==> src/rtl/ctu_pkg.sv <==
package ctu_pkg;
  localparam int REG_W = 32;
  localparam int SEL_W = 2;

  // control field positions
  localparam int C_WD_PER  = 30;
  localparam int C_WD_RST  = 28;
  localparam int C_WD_IE   = 27;
  localparam int C_PIT_IE  = 26;
  localparam int C_FIT_PER = 24;
  localparam int C_FIT_IE  = 23;
  localparam int C_PIT_AR  = 22;

  // status field positions
  localparam int S_WD_ENP = 31;
  localparam int S_WD_IS  = 30;
  localparam int S_WD_REC = 28;
  localparam int S_PIT    = 27;
  localparam int S_FIT    = 26;

  localparam logic [REG_W-1:0] CTL_MASK = 32'hFFC0_0000;
  localparam logic [REG_W-1:0] STS_MASK = 32'hFC00_0000;

  typedef enum logic [1:0] {
    RK_NONE = 2'd0,
    RK_CORE = 2'd1,
    RK_CHIP = 2'd2,
    RK_SYS  = 2'd3
  } rst_kind_e;
endpackage

==> src/rtl/ctu_tap_edge.sv <==
module ctu_tap_edge #(
  parameter int SEL_W = 2,
  localparam int N = 1 << SEL_W
) (
  input  logic             clk,
  input  logic             rst,
  input  logic [N-1:0]     taps,
  input  logic [SEL_W-1:0] sel,
  output logic             ev
);
  logic [N-1:0] prev_q;
  logic         armed_q;

  // all candidates are tracked so a select change raises no event
  always_ff @(posedge clk) begin
    if (rst) begin
      prev_q  <= '0;
      armed_q <= 1'b0;
    end else begin
      prev_q  <= taps;
      armed_q <= 1'b1;
    end
  end

  assign ev = armed_q & (taps[sel] ^ prev_q[sel]);
endmodule

==> src/rtl/ctu_pit.sv <==
module ctu_pit #(
  parameter int W = 32
) (
  input  logic         clk,
  input  logic         rst,
  input  logic         tick,
  input  logic         run_en,
  input  logic         auto_rl,
  input  logic         ld,
  input  logic [W-1:0] ld_val,
  output logic [W-1:0] count,
  output logic         expire
);
  logic [W-1:0] reload_q;
  logic         running;
  logic         step;

  assign running = run_en && (reload_q > W'(1));
  assign step    = !ld && running && tick && (count != '0);
  assign expire  = step && (count == W'(1));

  always_ff @(posedge clk) begin
    if (rst) begin
      reload_q <= '0;
      count    <= '0;
    end else if (ld) begin
      reload_q <= ld_val;
      count    <= ld_val;
    end else if (expire) begin
      count <= auto_rl ? reload_q : '0;
    end else if (step) begin
      count <= count - W'(1);
    end
  end
endmodule

==> src/rtl/ctu_wdog.sv <==
module ctu_wdog
  import ctu_pkg::*;
(
  input  logic       clk,
  input  logic       rst,
  input  logic       ev,
  input  logic       enp,
  input  logic       wis,
  input  logic [1:0] rctl,
  output logic       set_enp,
  output logic       set_wis,
  output logic       fire,
  output logic       rst_req,
  output logic [1:0] rst_kind
);
  rst_kind_e kind_q;

  assign set_enp = ev & ~enp;
  assign set_wis = ev & enp & ~wis;
  assign fire    = ev & enp & wis;

  always_ff @(posedge clk) begin
    if (rst) begin
      rst_req <= 1'b0;
      kind_q  <= RK_NONE;
    end else begin
      rst_req <= fire && (rst_kind_e'(rctl) != RK_NONE);
      kind_q  <= fire ? rst_kind_e'(rctl) : RK_NONE;
    end
  end

  assign rst_kind = kind_q;
endmodule

==> src/rtl/core_timer_unit.sv <==
module core_timer_unit
  import ctu_pkg::*;
#(
  parameter int TB_W     = 64,
  parameter int FIT_BASE = 9,
  parameter int WD_BASE  = 17,
  parameter int TAP_STEP = 4,
  localparam int NTAP    = 1 << SEL_W
) (
  input  logic             clk,
  input  logic             rst,
  input  logic             tick_en,
  input  logic [TB_W-1:0]  tb_in,
  input  logic             ctl_we,
  input  logic [REG_W-1:0] ctl_wdata,
  input  logic             sts_we,
  input  logic [REG_W-1:0] sts_wdata,
  input  logic             pit_we,
  input  logic [REG_W-1:0] pit_wdata,
  output logic [REG_W-1:0] ctl_q,
  output logic [REG_W-1:0] sts_q,
  output logic [REG_W-1:0] pit_q,
  output logic             irq_pit,
  output logic             irq_fit,
  output logic             irq_wdog,
  output logic             rst_req,
  output logic [1:0]       rst_kind
);
  logic [REG_W-1:0] ctl_r, ctl_n, sts_r, sts_n, pit_cnt;
  logic [NTAP-1:0]  fit_taps, wd_taps;
  logic fit_ev, wd_ev, pit_exp, set_enp, set_wis, wd_fire;
  logic tb_unused;

  assign tb_unused = ^tb_in;

  for (genvar g = 0; g < NTAP; g++) begin : g_taps
    assign fit_taps[g] = tb_in[FIT_BASE + TAP_STEP*g];
    assign wd_taps[g]  = tb_in[WD_BASE + TAP_STEP*g];
  end

  ctu_tap_edge #(.SEL_W(SEL_W)) u_fit_tap (
    .clk  (clk),
    .rst  (rst),
    .taps (fit_taps),
    .sel  (ctl_r[C_FIT_PER +: SEL_W]),
    .ev   (fit_ev)
  );

  ctu_tap_edge #(.SEL_W(SEL_W)) u_wd_tap (
    .clk  (clk),
    .rst  (rst),
    .taps (wd_taps),
    .sel  (ctl_r[C_WD_PER +: SEL_W]),
    .ev   (wd_ev)
  );

  ctu_pit #(.W(REG_W)) u_pit (
    .clk     (clk),
    .rst     (rst),
    .tick    (tick_en),
    .run_en  (ctl_r[C_PIT_IE]),
    .auto_rl (ctl_r[C_PIT_AR]),
    .ld      (pit_we),
    .ld_val  (pit_wdata),
    .count   (pit_cnt),
    .expire  (pit_exp)
  );

  ctu_wdog u_wdog (
    .clk      (clk),
    .rst      (rst),
    .ev       (wd_ev),
    .enp      (sts_r[S_WD_ENP]),
    .wis      (sts_r[S_WD_IS]),
    .rctl     (ctl_r[C_WD_RST +: 2]),
    .set_enp  (set_enp),
    .set_wis  (set_wis),
    .fire     (wd_fire),
    .rst_req  (rst_req),
    .rst_kind (rst_kind)
  );

  // control: reset-kind field sticks once non-zero
  always_comb begin
    ctl_n = ctl_r;
    if (ctl_we) begin
      ctl_n = ctl_wdata & CTL_MASK;
      if (ctl_r[C_WD_RST +: 2] != 2'b00)
        ctl_n[C_WD_RST +: 2] = ctl_r[C_WD_RST +: 2];
    end
  end

  // status: clear first, then events set (set wins)
  always_comb begin
    sts_n = sts_r;
    if (sts_we) sts_n = sts_r & ~sts_wdata;
    if (fit_ev)  sts_n[S_FIT]    = 1'b1;
    if (pit_exp) sts_n[S_PIT]    = 1'b1;
    if (set_enp) sts_n[S_WD_ENP] = 1'b1;
    if (set_wis) sts_n[S_WD_IS]  = 1'b1;
    if (wd_fire) sts_n[S_WD_REC +: 2] = ctl_r[C_WD_RST +: 2];
    sts_n = sts_n & STS_MASK;
  end

  always_ff @(posedge clk) begin
    if (rst) begin
      ctl_r    <= '0;
      sts_r    <= '0;
      irq_pit  <= 1'b0;
      irq_fit  <= 1'b0;
      irq_wdog <= 1'b0;
    end else begin
      ctl_r    <= ctl_n;
      sts_r    <= sts_n;
      irq_pit  <= sts_n[S_PIT]   & ctl_n[C_PIT_IE];
      irq_fit  <= sts_n[S_FIT]   & ctl_n[C_FIT_IE];
      irq_wdog <= sts_n[S_WD_IS] & ctl_n[C_WD_IE];
    end
  end

  assign ctl_q = ctl_r;
  assign sts_q = sts_r;
  assign pit_q = pit_cnt;
endmodule

==> config.mk <==
export PLATFORM = sky130hd
export DESIGN_NAME = core_timer_unit
export DESIGN_NICKNAME = d
export VERILOG_FILES = /design/src/rtl/ctu_pkg.sv /design/src/rtl/ctu_tap_edge.sv /design/src/rtl/ctu_pit.sv /design/src/rtl/ctu_wdog.sv /design/src/rtl/core_timer_unit.sv
export SDC_FILE = /design/constraint.sdc
export NUM_CORES = 1
export LEC_CHECK = 0
export BUFFER_PORTS_ARGS = -buffer_cell sky130_fd_sc_hd__buf_2
export CAP_MARGIN = 0
export CORE_MARGIN = 4
export CORE_UTILIZATION = 46
export DETAILED_ROUTE_END_ITERATION = 10
export HOLD_SLACK_MARGIN = 0.08
export PLACE_DENSITY_LB_ADDON = 0.12
export SYNTH_ARGS = -nofsm -noshare
export SYNTH_HDL_FRONTEND = slang
export SYNTH_SLANG_ARGS = --single-unit
==> constraint.sdc <==
create_clock -name clk -period 3.75 [get_ports clk]
set_input_delay 0.375 -clock clk [delete_from_list [all_inputs] [get_ports clk]]
set_output_delay 0.375 -clock clk [all_outputs]
set_load 0.02 [all_outputs]
# After elaboration in Yosys (flattened, before gate mapping)
# Cells that the tools add are included.
# Widths: inputs -> output; s select.
dict set report classes {
  bitwise 17
  mux 20
  n_addsub 1
  n_lt_le_gt_ge 3
  n_reduce_logical 14
  n_eq_ne 1
}
# operator count
set ops {}
lappend ops {{$mux 32} 5}
lappend ops {{$and 32x32->32} 1}
lappend ops {{$eq 32x1->1 const B} 1}
lappend ops {{$gt 32x1->1 const B} 1}
lappend ops {{$not 32->32} 1}
lappend ops {{$reduce_bool 32->1} 1}
lappend ops {{$sub 32x1->32 const B} 1}
lappend ops {{$mux 28} 1}
lappend ops {{$and 1x1->1} 9}
lappend ops {{$mux 1} 9}
lappend ops {{$bmux 1 s2} 4}
lappend ops {{$logic_and 1x1->1} 6}
lappend ops {{$lt 2x3->1 const B} 2}
lappend ops {{$reduce_bool 2->1} 3}
lappend ops {{$not 1->1} 4}
lappend ops {{$reduce_bool 3->1} 1}
lappend ops {{$mux 2} 1}
lappend ops {{$reduce_and 2->1} 1}
lappend ops {{$reduce_or 2->1} 1}
lappend ops {{$xor 1x1->1} 2}
lappend ops {{$logic_not 1->1} 1}
dict set report totals {
  inputBits 166
  wordCells 73
  out_inout_bits 102
  reg_bits 121
}

# Logic depth before layout (Yosys ltp)
dict set report depth {
  word_depth 8
  depth_mapped 11
  mapped_depth_nobuf 9
}

# Hierarchy
# From an unflattened synthesis, not the netlist that was laid out.
dict set report unflattened {
  hier_cells 655
  area_unflattened_um2 5260.0
}
# module cells_each n_inst seq_area_each_um2 area_per_inst_um2
set by_module_without_submodules {}
lappend by_module_without_submodules {ctu_pit 489 1 1281.2 3713.6}
lappend by_module_without_submodules {core_timer_unit 115 1 380.4 1024.7}
lappend by_module_without_submodules {ctu_tap_edge 20 2 100.1 203.9}
lappend by_module_without_submodules {ctu_wdog 11 1 60.1 113.9}

# Least setup slack after synthesis
# No wires, ideal clock.
dict set report synth_timing {
  path_kind {reg-to-reg}
  startpoint {register u_pit.count[8]}
  endpoint {register u_pit.count[23]}
  period_less_slack_ns 2.968
  setup_slack_ns 0.782
  required_ns 3.622
  n_path_buf 3
  arrival_ns 2.840
  stages_incl_launch_ff 11
  path_cell_list {dfxtp_1 -> buf_6 -> or4_1 -> or2_0 -> buf_2 -> or4b_4 -> or3_1 -> buf_6 -> a22o_1 -> a22oi_1 -> o22ai_1}
}
dict set report synth_via {
  elab_chain_cells 5
}
# element line_no
set synth_lines {}
lappend synth_lines {{start: declaration} ctu_pit.sv:11} ;# output logic [W-1:0] count,
lappend synth_lines {{start signal: assignment} ctu_pit.sv:28} ;# count <= ld_val;
lappend synth_lines {{start signal: assignment} ctu_pit.sv:30} ;# count <= auto_rl ? reload_q : '0;
lappend synth_lines {{start signal: assignment} ctu_pit.sv:32} ;# count <= count - W'(1);
lappend synth_lines {{parallel branches: the longest is 5 deep, another holds $sub 32x1->32} n/a}
# Parallel ways; which one is timed is not known. The select of a mux whose other input is x is not followed.
# A chain may end at the register's enable or synchronous reset.

# Worst setup path in the final report
dict set report layout_timing {
  startpoint {register u_pit.count[23]}
  endpoint {register u_pit.count[17]}
}
dict set report layout_via {
  elab_chain_cells 5
}
# element line_no
set layout_lines {}
lappend layout_lines {{$reduce_bool 32->1} ctu_pit.sv:19} ;# assign step = !ld && running && tick && (count != '0);
lappend layout_lines {{$logic_and 1x1->1} ctu_pit.sv:19}
lappend layout_lines {{$logic_and 1x1->1} ctu_pit.sv:20} ;# assign expire = step && (count == W'(1));
lappend layout_lines {{$mux 32} ctu_pit.sv:29} ;# end else if (expire) begin
lappend layout_lines {{$mux 32} ctu_pit.sv:26} ;# end else if (ld) begin
# Several ways; a longest one is shown, not always the timed one.

==> impl_metrics.py <==
metrics = {
    "outcome": {
        "outcome": "finished clean",
    },
    "timing": {
        "finalHoldViolCount": 0,
        "finClkSkew_ps": 8.43,
        "tightestPinTransition_ps": 814,
        "fmax_mhz": 294,
        "finalMaxSlewViolations": 0,
        "rsz0062_at_grt": "no",
        "final.period_utilization_pct": 90.7,
        "maxSlewHeadroom_pct": 45.7,
        "setup_tns_ps": 0,
        "min_period_ps": 3400,
        "finalSetupViolCount": 0,
    },
    "power_and_ir_drop": {
        "pwr-share-seq_pct": 45.9,
        "p_sw_share_pct": 31.4,
        "irDropWorstVdd_mv": 0.214,
        "power_density_nw_per_um2": 407,
        "clkPwrFrac_pct": 34.5,
        "power.leakage_nw": 2.71,
        "internal-power_mw": 1.69,
        "p_sw_uw": 771,
        "finalPower_mw": 2.46,
        "power_frac_comb_pct": 19.7,
    },
    "cts": {
        "root_buffer": "clkbuf_16",
        "clock_latency_ps": 340,
        "cts_tree": "built",
        "htree_levels": 3,
        "cts_setup_buffers": 0,
        "clk_pin_slew_worst_paths_ps": 70,
        "postCtsHoldBufs": 0,
        "clockBufferDepth": 2,
        "cts_buffers": 9,
        "cts_sinks": 93,
        "cts-resized-gates": 0,
    },
    "die": {
        "ios": 268,
        "core_area_um2": 11400,
        "die_height_um": 116,
        "dieArea_um2": 13400,
        "rows": 39,
        "die_w_um": 116,
        "initial_core_util_pct": 46.9,
    },
    "logic_synthesis": {
        "synth_cell_types": 65,
        "yosysWarnings": 0,
        "ys_async_sr_fraction_pct": 0,
        "syn_inst": 634,
        "synth-main-ff-cell": "dfxtp_1",
        "syn_area_per_cell_um2": 8.42,
        "mappedNetlistArea_um2": 5340,
        "synth_seq_area_share_pct": 34.9,
        "ys_seq_elements": 93,
        "synth_edf_count": 0,
    },
    "layout": {
        "fin_area_um2": 6040,
        "syn2layout_area_growth_pct": 13.2,
        "drive_above_1_share_pct": 23.4,
        "finalNetCount": 898,
        "instances_no_fill": 877,
        "antenna_cells": 0,
    },
    "placement": {
        "dp_hpwl_um": 10500,
        "io_buffers": 113,
        "place_congestion": 0.849,
        "placed_area_um2": 5760,
        "dp.cells": 861,
    },
    "detailed_routing": {
        "wl_met2_um": 7260,
        "highest_layer": "met4",
        "vias": 4892,
        "drt-total-wl_um": 14900,
        "wl_per_cell_um": 17.0,
        "avgViaCountPerCell": 5.58,
        "ant_nets": 0,
        "wl_met1_um": 6350,
        "drt-initial-drc-count": 354,
        "firstDrtPassIters": 5,
        "wl_met3_um": 1030,
        "drcViolationCount": 0,
    },
    "hold_path": {
        "worstHoldPathType": "primary input to flop",
        "hold_depth": 2,
    },
    "critical_path": {
        "startpoint_type": "flop",
        "crit_path_end_kind": "flop",
        "cp_max_fo": 16,
        "crit_type": "flop to flop",
        "cp_slowest_cell": "or4_1",
        "arrival_ps": 3660,
        "rr_worst_depth": 9,
        "crit_path_cell_trace": "or4_1 -> nor4_4 -> or4b_4 -> buf_4 -> nor4_4 -> buf_4 -> a22o_1 -> o21ai_1 -> a211oi_1",
        "worstPathRequired_ps": 4010,
        "worst_path_largest_cell_delay_ps": 660,
    },
    "global_routing": {
        "grt_max_degree": 57,
        "grt_pass1_wl_um": 24400,
        "overflow": 0,
        "first_global_vias": 4785,
        "antenna_found_initial": 0,
        "grt.total_usage_pct": 22.9,
    },
    "job": {
        "cap_violations": 0,
    },
}
-- layout by cell type (no fill, tap or decap), types with 9 or more instances in the layout --
cell type,netlist,final
a211oi_1,11,11
a21oi_1,34,34
a22oi_1,14,14
buf_2,6,113
buf_4,53,16
clkbuf_16,0,9
conb_1,1,48
dfxtp_1,93,93
inv_1,11,11
mux2i_1,34,34
nand2_1,44,44
nand2b_1,16,16
nor2_1,73,73
nor3_1,31,31
nor4_1,18,18
o21ai_0,18,18
xor2_1,10,10
-- cell families after synthesis --
group / share of synthesized area, %
and+or+nand+nor: 22.4
AOI/OAI and AO/OA: 19.4
buffers and inverters: 12.3
DFF: 34.9
muxes: 7.22
xor gates and xnor gates: 2.95
adders and majority gates: 0.704
other: 0.0703
-- path summary, 6_finish.rpt --
kind / startpoint / to / slack, ps
setup / recovery: u_pit.count[23] / u_pit.count[17] / 350
hold / removal: sts_wdata[31] / sts_q[31] / 230
setup reg to reg: u_pit.count[23] / u_pit.count[17] / 350
hold reg to reg: sts_q[28] / sts_q[28] / 470
-- through the flow --
step	setup WS, ps	hold WS [ps]	utilization (%)
after floorplan	782	458	-
after global placement	378	459	50.7
after CTS	340	221	53.1
after detailed placement	372	463	50.7
final	347	230	53.1
after global routing	47.6	222	53.1
-- sequential cells by signal (all words and copies together), names as in the netlist --
register,cells
ctl_q,10
u_pit.reload_q,32
sts_q,6
u_wdog.rst_req,1
u_wdog.rst_kind,2
irq_pit,1
u_pit.count,32
u_wd_tap.prev_q,3
irq_fit,1
u_wd_tap.armed_q,1
irq_wdog,1
u_fit_tap.prev_q,3
-- worst max-delay path: cells and delay by family (launching register included) --
kind	cells	cell delay, ps
simple gates	4	1900
compound gates	3	480
flops	1	370
buf+inv	2	540
-- cells in the mapped netlist, drive strengths merged (7+ instances only) --
master | number | area [µm²]
buf | 68 | 522
xor2 | 10 | 87.6
nand3 | 7 | 35.0
clkbuf | 23 | 86.3
a21oi | 34 | 170
a22oi | 14 | 105
nor2 | 73 | 274
nor4 | 20 | 155
o21ai | 21 | 109
a22o | 7 | 71.3
xnor2 | 8 | 70.1
nor2b | 8 | 50.1
dfxtp | 93 | 1860
nand2 | 44 | 165
a31oi | 7 | 43.8
nor3 | 32 | 171
or4 | 7 | 58.8
a211oi | 15 | 133
or2 | 11 | 68.8
inv | 11 | 41.3
mux2i | 34 | 340
nand2b | 16 | 100
-- per-layer routing --
| layer | vias to the layer above | global-route usage (%) |
|---|---|---|
| met5 | - | 0 |
| met4 | 0 | 9.20 |
| met3 | 21 | 5.33 |
| met2 | 156 | 38.0 |
| met1 | 2331 | 29.0 |
| li1 | 2384 | - |
-- area by class of cell --
type / instances / area (µm²)
Fill cell: 1154 / 5330
Multi-Input combinational cell: 485 / 2990
Sequential cell: 93 / 1860
Timing Repair Buffer: 129 / 686
Clock buffer: 10 / 229
Tap cell: 143 / 179
Clock inverter: 6 / 48.8
Inverter: 11 / 41.3
-- power groups by stage --
stage	Clock (mW)	Combinational (mW)	Sequential, mW
finish	0.847	0.483	1.13
global route	0.918	0.536	1.14
CTS	0.874	0.484	1.13
detailed placement	0	0.481	1.15
global placement	0	0.473	1.15
floorplan	0	0.351	1.17
Power figures use the tool's default switching activity.
